[config.mk]
export PLATFORM = sky130hd
export DESIGN_NAME = lossig_detector
export DESIGN_NICKNAME = d
export VERILOG_FILES = /design/src/rtl/lossig_pkg.sv /design/src/rtl/lossig_zero_run.sv /design/src/rtl/lossig_recover.sv /design/src/rtl/lossig_ais.sv /design/src/rtl/lossig_detector.sv
export SDC_FILE = /design/constraint.sdc
export NUM_CORES = 1
export LEC_CHECK = 0
export BUFFER_PORTS_ARGS = -buffer_cell sky130_fd_sc_hd__buf_2
export CORE_MARGIN = 2
export CORE_UTILIZATION = 55
export DETAILED_ROUTE_END_ITERATION = 7
export GPL_ROUTABILITY_DRIVEN = 0
export PLACE_DENSITY = 0.81
export SYNTH_ARGS = -nofsm -noshare
export SYNTH_HDL_FRONTEND = slang
export SYNTH_SLANG_ARGS = --single-unit
[constraint.sdc]
create_clock -name clk -period 1.87 [get_ports clk]
set_clock_uncertainty 0.15 [all_clocks]
set_input_delay 0.187 -clock clk [delete_from_list [all_inputs] [get_ports clk]]
set_output_delay 0.187 -clock clk [all_outputs]
set_load 0.05 [all_outputs]
[src/rtl/lossig_pkg.sv]
package lossig_pkg;

  // Verdict at the end of a recovery window: enough marks and no long gap.
  function automatic logic window_passes(input int unsigned ones,
                                         input int unsigned min_ones,
                                         input logic        gap_hit);
    return (!gap_hit) && (ones >= min_ones);
  endfunction

  // Verdict at the end of an all-ones frame.
  function automatic logic ais_verdict(input int unsigned zeros,
                                       input int unsigned lim);
    return zeros < lim;
  endfunction

endpackage

[src/rtl/lossig_zero_run.sv]
module lossig_zero_run #(
  parameter int unsigned RUN_LIM = 175,
  parameter int unsigned RUN_W   = 8
) (
  input  logic             clk,
  input  logic             rst_n,
  input  logic             bit_en,
  input  logic             mark,
  input  logic             los,
  output logic [RUN_W-1:0] zero_run,
  output logic             set_evt
);
  localparam logic [RUN_W-1:0] SAT    = '1;
  localparam logic [RUN_W-1:0] LIM_M1 = RUN_W'(RUN_LIM - 1);

  logic [RUN_W-1:0] cnt_q;

  always_ff @(posedge clk) begin
    if (!rst_n) begin
      cnt_q <= '0;
    end else if (bit_en) begin
      if (mark)            cnt_q <= '0;
      else if (cnt_q != SAT) cnt_q <= cnt_q + 1'b1;
    end
  end

  assign zero_run = cnt_q;
  // This zero completes the threshold run.
  assign set_evt  = bit_en && !mark && !los && (cnt_q >= LIM_M1);

  AST_ZERO_CLEAR: assert property (@(posedge clk) disable iff (!rst_n)
    bit_en && mark |=> zero_run == '0);
  AST_ZERO_HOLD: assert property (@(posedge clk) disable iff (!rst_n)
    !bit_en |=> $stable(zero_run));
endmodule

[src/rtl/lossig_recover.sv]
module lossig_recover #(
  parameter int unsigned WIN_LEN  = 175,
  parameter int unsigned MIN_ONES = 22,
  parameter int unsigned MAX_GAP  = 100
) (
  input  logic clk,
  input  logic rst_n,
  input  logic bit_en,
  input  logic mark,
  input  logic los,
  output logic rec_evt,
  output logic win_active
);
  import lossig_pkg::*;

  localparam int unsigned WW = $clog2(WIN_LEN + 1);
  localparam int unsigned GW = $clog2(MAX_GAP + 1);
  localparam logic [WW-1:0] WIN_END = WW'(WIN_LEN);
  localparam logic [GW-1:0] GAP_LIM = GW'(MAX_GAP);

  logic          active_q;
  logic [WW-1:0] win_cnt_q, ones_q, cnt_n, ones_n;
  logic [GW-1:0] gap_q, gap_n;
  logic          step, opening, gap_hit, win_end;

  always_comb begin
    step    = bit_en && los;
    opening = step && !active_q && mark;
    cnt_n   = win_cnt_q + 1'b1;
    ones_n  = ones_q + {{(WW-1){1'b0}}, mark};
    gap_n   = mark ? '0 : gap_q + 1'b1;
    gap_hit = step && active_q && (gap_n >= GAP_LIM);
    win_end = step && active_q && (cnt_n == WIN_END);
  end

  assign rec_evt    = win_end && window_passes(32'(ones_n), MIN_ONES, gap_hit);
  assign win_active = active_q;

  always_ff @(posedge clk) begin
    if (!rst_n || !los) begin
      active_q  <= 1'b0;
      win_cnt_q <= '0;
      ones_q    <= '0;
      gap_q     <= '0;
    end else if (opening) begin
      active_q  <= 1'b1;
      win_cnt_q <= WW'(1);
      ones_q    <= WW'(1);
      gap_q     <= '0;
    end else if (step && active_q) begin
      if (gap_hit || win_end) active_q <= 1'b0;
      win_cnt_q <= cnt_n;
      ones_q    <= ones_n;
      gap_q     <= gap_n;
    end
  end

  AST_WIN_IN_LOS: assert property (@(posedge clk) disable iff (!rst_n)
    win_active |-> los);
  AST_OPEN_ON_MARK: assert property (@(posedge clk) disable iff (!rst_n)
    $rose(win_active) |-> $past(mark) && $past(bit_en));
  AST_GAP_BOUND: assert property (@(posedge clk) disable iff (!rst_n)
    win_active |-> gap_q < GAP_LIM);
  AST_WIN_BOUND: assert property (@(posedge clk) disable iff (!rst_n)
    win_active |-> win_cnt_q < WIN_END);
endmodule

[src/rtl/lossig_ais.sv]
module lossig_ais #(
  parameter int unsigned WIN_LEN  = 175,
  parameter int unsigned ZERO_LIM = 3
) (
  input  logic clk,
  input  logic rst_n,
  input  logic bit_en,
  input  logic mark,
  output logic ais
);
  import lossig_pkg::*;

  localparam int unsigned WW = $clog2(WIN_LEN + 1);
  localparam logic [WW-1:0] LAST = WW'(WIN_LEN - 1);

  logic [WW-1:0] cnt_q, zeros_q, zeros_n;
  logic          frame_end, ais_q;

  assign zeros_n   = zeros_q + {{(WW-1){1'b0}}, !mark};
  assign frame_end = bit_en && (cnt_q == LAST);

  always_ff @(posedge clk) begin
    if (!rst_n) begin
      cnt_q   <= '0;
      zeros_q <= '0;
      ais_q   <= 1'b0;
    end else if (bit_en) begin
      if (frame_end) begin
        cnt_q   <= '0;
        zeros_q <= '0;
        ais_q   <= ais_verdict(32'(zeros_n), ZERO_LIM);
      end else begin
        cnt_q   <= cnt_q + 1'b1;
        zeros_q <= zeros_n;
      end
    end
  end

  assign ais = ais_q;

  AST_AIS_FRAME: assert property (@(posedge clk) disable iff (!rst_n)
    !$stable(ais) |-> $past(frame_end));
  AST_AIS_HOLD: assert property (@(posedge clk) disable iff (!rst_n)
    !bit_en |=> $stable(ais));
endmodule

[src/rtl/lossig_detector.sv]
module lossig_detector #(
  parameter int unsigned DECLARE_RUN  = 175,
  parameter int unsigned WIN_LEN      = 175,
  parameter int unsigned MIN_ONES     = 22,
  parameter int unsigned MAX_GAP      = 100,
  parameter bit          AIS_EN       = 1'b1,
  parameter int unsigned AIS_ZERO_LIM = 3,
  parameter int unsigned RUN_W        = $clog2(DECLARE_RUN + 1)
) (
  input  logic             clk,
  input  logic             rst_n,
  input  logic             bit_en,
  input  logic             mark,
  output logic             los,
  output logic [RUN_W-1:0] zero_run,
  output logic             ais
);
  localparam logic [RUN_W-1:0] RUN_LIM = RUN_W'(DECLARE_RUN);

  logic los_q, set_evt, rec_evt, win_active;

  lossig_zero_run #(.RUN_LIM(DECLARE_RUN), .RUN_W(RUN_W)) u_run (
    .clk(clk), .rst_n(rst_n), .bit_en(bit_en), .mark(mark), .los(los_q),
    .zero_run(zero_run), .set_evt(set_evt)
  );

  lossig_recover #(.WIN_LEN(WIN_LEN), .MIN_ONES(MIN_ONES), .MAX_GAP(MAX_GAP)) u_rec (
    .clk(clk), .rst_n(rst_n), .bit_en(bit_en), .mark(mark), .los(los_q),
    .rec_evt(rec_evt), .win_active(win_active)
  );

  generate
    if (AIS_EN) begin : g_ais
      lossig_ais #(.WIN_LEN(WIN_LEN), .ZERO_LIM(AIS_ZERO_LIM)) u_ais (
        .clk(clk), .rst_n(rst_n), .bit_en(bit_en), .mark(mark), .ais(ais)
      );
    end else begin : g_no_ais
      assign ais = 1'b0;
    end
  endgenerate

  always_ff @(posedge clk) begin
    if (!rst_n)       los_q <= 1'b0;
    else if (set_evt) los_q <= 1'b1;
    else if (rec_evt) los_q <= 1'b0;
  end

  assign los = los_q;

  AST_LOS_SET: assert property (@(posedge clk) disable iff (!rst_n)
    set_evt |=> los);
  AST_LOS_RISE: assert property (@(posedge clk) disable iff (!rst_n)
    $rose(los) |-> zero_run >= RUN_LIM);
  AST_LOS_FALL: assert property (@(posedge clk) disable iff (!rst_n)
    $fell(los) |-> $past(rec_evt));
  AST_NO_SET_IN_WIN: assert property (@(posedge clk) disable iff (!rst_n)
    win_active |-> !set_evt);
endmodule

==> results.sh, run 1 <==
export IMPL_fill_cells=406
export IMPL_max_cap_viol_count=0
export IMPL_track_usage_pct=22.1
export IMPL_async_flop_share_pct=0
export IMPL_syn_area_per_cell_um2=8.35
export IMPL_grt_busiest_layer="met2"
export IMPL_min_from="rst_n"
export IMPL_min_path_type="input pin to register"
export IMPL_yosysUniqueCellTypes=51
export IMPL_rsz0062_at_grt="true"
export IMPL_drive_above_1_share_pct=20.6
export IMPL_grt_max_degree=15
export IMPL_slowest_delay_ns=0.34
export IMPL_critPathKind="register to register"
export IMPL_ys_ff_latch=50
export IMPL_wl_per_cell_um=13.5
export IMPL_setup_worst_path_start="u_rec.ones_q[0]"
export IMPL_grt_pass1_wl_mm=9.58
export IMPL_start_util_pct=57.3
export IMPL_synth_cells=326
export IMPL_layout_area_overhead_vs_synth_pct=15.5
export IMPL_path_delay_family="compound AO/OA/AOI/OAI gates"
export IMPL_vias_per_cell=5.67
export IMPL_numCtsBuffers=5
export IMPL_hpwl_mm=4.04
export IMPL_firstDrtPassIters=4
export IMPL_multi_input_area_um2=1670
export IMPL_power_density_nw_per_um2=600
export IMPL_worst_ep_arrival_time_ns=1.88
export IMPL_nets=368
export IMPL_yosysWarningCount=0
export IMPL_fin_crit_ns=1.85
export IMPL_syn_nets=341
export IMPL_setup_violations=0
export IMPL_met1_usage_pct=25.8
export IMPL_port_buffers=13
export IMPL_postCtsSetupRepairBufs=0
export IMPL_grtUsageMet3_pct=5.01
export IMPL_core_area_um2=4750
export IMPL_vias=2386
export IMPL_endpoint_kind="register"
export IMPL_path_buf_inv=0
export IMPL_globalRouteOverflowTotal=0
export IMPL_clkSinkCount=50
export IMPL_clkLatencyLatePin_ns=0.30
export IMPL_worst_ep_required_time_ns=1.90
export IMPL_register_area_um2=1010
export IMPL_synth_cell_area_um2=2720
export IMPL_tns_ns=0
export IMPL_rows=25
export IMPL_clkSlewWorstSetupHoldPaths_ns=0.09
export IMPL_routed_wl_mm=5.67
export IMPL_maxSlewHeadroom_pct=76.7
export IMPL_dr_first_iter_drc_count=155
export IMPL_drc=0
export IMPL_r2r_start="u_rec.ones_q[0]"
export IMPL_status="finished, final reports clean"
export IMPL_diodes=0
export IMPL_io_pins=14
export IMPL_slowest_stage="dfxtp_2"
export IMPL_dp_slack_ns=-0.112
export IMPL_antenna_found_initial=0
export IMPL_startpoint_type="register"
export IMPL_cts_root_buf="clkbuf_8"
export IMPL_use_met2_pct=40.9
export IMPL_die_area_um2=5530
export IMPL_die_h_um=74.4
export IMPL_first_global_vias=2291
export IMPL_ant_nets=0
export IMPL_critPathMaxFanout=5
export IMPL_tightest_slew_ns=0.345
export IMPL_setup_slack_ns=0.0208
export IMPL_ys_seq_area_share_pct=36.8
export IMPL_finalHoldViolCount=0
export IMPL_clock_path_buffers=2
export IMPL_fp_dieW_um=74.4
export IMPL_cts_tree="done"
export IMPL_slew_viol_final=0
export IMPL_ir_drop_mv=0.402
export IMPL_crit_top_cell="ha_4"
export IMPL_ys_flop_type="dfxtp_1"
export IMPL_finalCritPeriodShare_pct=98.9
export IMPL_worstPathCellList="ha_4, ha_4, and3_4, a211o_1, o211ai_1, a22oi_1, nor3b_2, o22ai_2"
export IMPL_cts_htree_levels=2
export IMPL_synth_edf_count=0
export IMPL_fmax_mhz=541
export IMPL_p_leak_nw=1.13
-- placed cells by master (no fill, tap or decap), drive strengths merged, types with 2 or more instances in the layout --
cell	count
a311oi	2
nand3	17
o21ai	17
a211o	2
or3	7
nor4	3
nand3b	4
xor2	19
a21oi	19
inv	6
nand2	27
nand4	7
a21o	2
a211oi	3
o21bai	2
xnor2	9
ha	11
buf	37
and3	14
nor2b	8
nor2	34
nor3	13
clkbuf	8
a21boi	4
a22oi	2
a31oi	6
nand4b	2
and4	3
dfxtp	50
nor3b	5
-- cell type report --
cell class / count / share of cell area (%)
Inverter: 6 / 0.716
Clock buffer: 8 / 3.50
Multi-Input combinational cell: 253 / 53.2
Tap cell: 67 / 2.67
Sequential cell: 50 / 32.1
Timing Repair Buffer: 37 / 7.80
-- metrics by stage --
stage | hold WS (ns) | std cells | area, µm² | util (%) | total power (W)
floorplan | 0.274 | 326 | 2730 | - | 0.00116
global placement | 0.321 | 413 | 2970 | 62.5 | 0.00119
global route | 0.0247 | 421 | 3150 | 66.2 | 0.00197
detailed placement | 0.332 | 413 | 2970 | 62.5 | 0.00120
CTS | 0.0203 | 421 | 3130 | 65.7 | 0.00191
finish | 0.0282 | 421 | 3150 | 66.2 | 0.00189
-- routing by layer --
| layer | vias up | part of all wire (%) |
|---|---|---|
| met4 | 0 | 0.64 |
| met2 | 32 | 52 |
| met5 | - | 0 |
| met1 | 1138 | 45 |
| li1 | 1212 | - |
| met3 | 4 | 2.3 |
-- report_power, final --
group	switching, W	internal, W	total [W]
Clock	0.000340	0.000374	0.000714
Combinational	0.0000570	0.0000370	0.0000940
Sequential	0.00000710	0.00107	0.00108
Total	0.000404	0.00148	0.00189
-- Yosys cell counts (2+ instances only) --
library cell / n / area share [%]
clkbuf_2: 2 / 0.37
nor4_1: 3 / 0.69
xor2_1: 19 / 6.1
nand3b_1: 4 / 1.1
nor3_1: 13 / 2.4
nor2_1: 33 / 4.5
dfxtp_1: 50 / 37
o21bai_1: 2 / 0.55
nor3b_1: 4 / 1.1
a21boi_0: 3 / 0.83
inv_1: 5 / 0.69
buf_2: 3 / 0.55
xnor2_1: 9 / 2.9
a311oi_2: 2 / 1.1
nand2_1: 27 / 3.7
and4_1: 3 / 0.97
a31oi_1: 6 / 1.4
a21o_1: 2 / 0.55
and3_1: 13 / 3.0
a211oi_1: 2 / 0.55
nand4_1: 7 / 1.6
nand3_1: 16 / 2.9
a211o_1: 2 / 0.64
ha_1: 11 / 5.1
o21ai_0: 17 / 3.1
buf_6: 2 / 0.83
a22oi_1: 2 / 0.55
clkbuf_1: 9 / 1.2
nand4b_1: 2 / 0.64
nor2b_1: 8 / 1.8
or3_1: 7 / 1.6
a21oi_1: 19 / 3.5
-- timing repair --
action | in CTS | in global routing
cloned | 0 | 0
pin swaps | 3 | 2
hold buffers | 0 | 0
endpoints found under the setup margin | 1 | 3
gates resized for setup | 7 | 8
-- logic make-up (layout without fill, tap and decap cells) --
logic type / Yosys count / in the layout / synth area share [%]
AOI/OAI and AO/OA: 66 / 66 / 16.3
buffers and inverters: 23 / 51 / 4.09
adders and majority gates: 11 / 11 / 5.06
xor gates and xnor gates: 28 / 28 / 9.01
DFF: 50 / 50 / 36.8
and+or+nand+nor: 148 / 148 / 28.8
-- final timing paths --
kind / end / slack, ns / depth (start not counted)
min: u_run.zero_run[0] / 0.03 / 2
max reg2reg: los / 0.02 / 8
max: los / 0.02 / 8
min reg2reg: g_ais.u_ais.ais / 0.33 / 2
-- state kept, by name, summed over array words and instances, names as in the netlist --
name                 count
g_ais.u_ais.cnt_q        8
u_rec.ones_q             8
g_ais.u_ais.ais          1
u_run.zero_run           8
los                      1
u_rec.gap_q              7
g_ais.u_ais.zeros_q      8
u_rec.win_cnt_q          8
u_rec.win_active         1
No activity file was read; power rests on OpenSTA's default activity.
==> run 2, diff against run 1 <==
Settings changed: RECOVER_POWER set to 100.
==> results.sh, run 2 (synthesized netlist as in run 1, its figures left out) <==
export IMPL_cts_root_buf="clkbuf_8"
export IMPL_p_leak_nw=1.08
export IMPL_min_path_type="input pin to register"
export IMPL_drc=0
export IMPL_setup_violations=0
export IMPL_slowest_stage="dfxtp_2"
export IMPL_tightest_slew_ns=0.594
export IMPL_worstPathCellList="ha_4, ha_4, and3_4, a211o_1, o211ai_1, a22oi_1, nor3b_2, o22ai_2"
export IMPL_crit_top_cell="ha_4"
export IMPL_vias_per_cell=5.66
export IMPL_status="finished, final reports clean"
export IMPL_path_delay_family="compound AO/OA/AOI/OAI gates"
export IMPL_grt_pass1_wl_mm=9.58
export IMPL_slowest_delay_ns=0.34
export IMPL_track_usage_pct=22.1
export IMPL_die_area_um2=5530
export IMPL_startpoint_type="register"
export IMPL_mostFrequentLayoutCells="dfxtp_1 (42), nor2_1 (34), nand2_1 (27)"
export IMPL_power_density_nw_per_um2=604
export IMPL_die_h_um=74.4
export IMPL_nets=368
export IMPL_critPathMaxFanout=5
export IMPL_fill_cells=417
export IMPL_ir_drop_mv=0.403
export IMPL_fp_dieW_um=74.4
export IMPL_port_buffers=13
export IMPL_fin_crit_ns=1.85
export IMPL_fin_total_pwr_w=0.00188
export IMPL_core_area_um2=4750
export IMPL_io_pins=14
export IMPL_timing_reg2reg_setup_slack_ns=0.02
export IMPL_slew_viol_final=0
export IMPL_clkLatencyLatePin_ns=0.29
export IMPL_routed_wl_mm=5.69
export IMPL_cts_htree_levels=2
export IMPL_maxSlewHeadroom_pct=60.6
export IMPL_hpwl_mm=4.04
export IMPL_finalHoldViolCount=0
export IMPL_diodes=0
export IMPL_grt_max_degree=15
export IMPL_finalCritPeriodShare_pct=98.8
export IMPL_dp_slack_ns=-0.112
export IMPL_rsz0062_at_grt="true"
export IMPL_worst_ep_required_time_ns=1.90
export IMPL_endpoint_kind="register"
export IMPL_fin_area_um2=3120
export IMPL_final_common_cell="dfxtp_1"
export IMPL_layout_area_overhead_vs_synth_pct=14.6
export IMPL_fmax_mhz=541
export IMPL_antenna_found_initial=0
export IMPL_first_global_vias=2291
export IMPL_setup_slack_ns=0.0222
export IMPL_wl_per_cell_um=13.5
export IMPL_firstDrtPassIters=4
export IMPL_path_buf_inv=0
export IMPL_cts_tree="done"
export IMPL_clkSlewWorstSetupHoldPaths_ns=0.09
export IMPL_start_util_pct=57.3
export IMPL_dr_first_iter_drc_count=149
export IMPL_vias=2382
export IMPL_worst_ep_arrival_time_ns=1.88
export IMPL_tns_ns=0
export IMPL_clock_path_buffers=2
export IMPL_clkSinkCount=50
export IMPL_globalRouteOverflowTotal=0
export IMPL_ant_nets=0
export IMPL_max_cap_viol_count=0
export IMPL_critPathKind="register to register"
export IMPL_rows=25
export IMPL_place_area_um2=2970
export IMPL_hold_ws_ns=0.0295
export IMPL_numCtsBuffers=5
export IMPL_drive_above_1_share_pct=16.9
run 2: changes by cell type in the layout (fill, tap and decap cells not counted), sizes merged:
cell    before  now
buf         37   22
clkbuf       8   23
run 2: through the flow:
step	utilization, %	instances
detailed placement	62.5	413
CTS	65.7	421
global route	65.6	421
global placement	62.5	413
finish	65.6	421
floorplan	-	326
run 2: power breakdown:
part	leakage, nW	switching [W]	internal [W]
clock	0.0575	0.000339	0.000374
sequential	0.407	0.00000717	0.00107
combinational	0.616	0.0000569	0.0000361
total	1.08	0.000403	0.00148
run 2: worst paths after layout:
| check | cells after the start | end | startpoint |
|---|---|---|---|
| min reg2reg | 2 | g_ais.u_ais.ais | g_ais.u_ais.ais |
| max | 8 | los | u_rec.ones_q[0] |
| max reg2reg | 8 | los | u_rec.ones_q[0] |
| min | 2 | u_run.zero_run[0] | rst_n |
run 2: final cells by class:
class | instances | area [µm²] | area share [%]
clock buffers | 8 | 110 | 3.53
flip-flops and latches | 50 | 1010 | 32.4
well taps | 67 | 83.8 | 2.69
multi-input cells | 253 | 1670 | 53.5
repair buffers | 37 | 223 | 7.14
inverters | 6 | 22.5 | 0.722
run 2: routing by layer:
layer / vias up / GRT usage [%] / share of wire, %
li1: 1209 / - / -
met4: 0 / 5.56 / 0.51
met2: 15 / 40.9 / 52
met5: - / 0 / 0
met1: 1156 / 25.8 / 46
met3: 2 / 5.01 / 1.6
run 2: timing repair:
action,4_1_cts,5_1_grt
resized for setup,7,8
buffers inserted,0,0
gates cloned,0,0
hold endpoints to repair,0,0
hold buffers,0,0
endpoints found under the setup margin,1,3
pin swaps,3,2
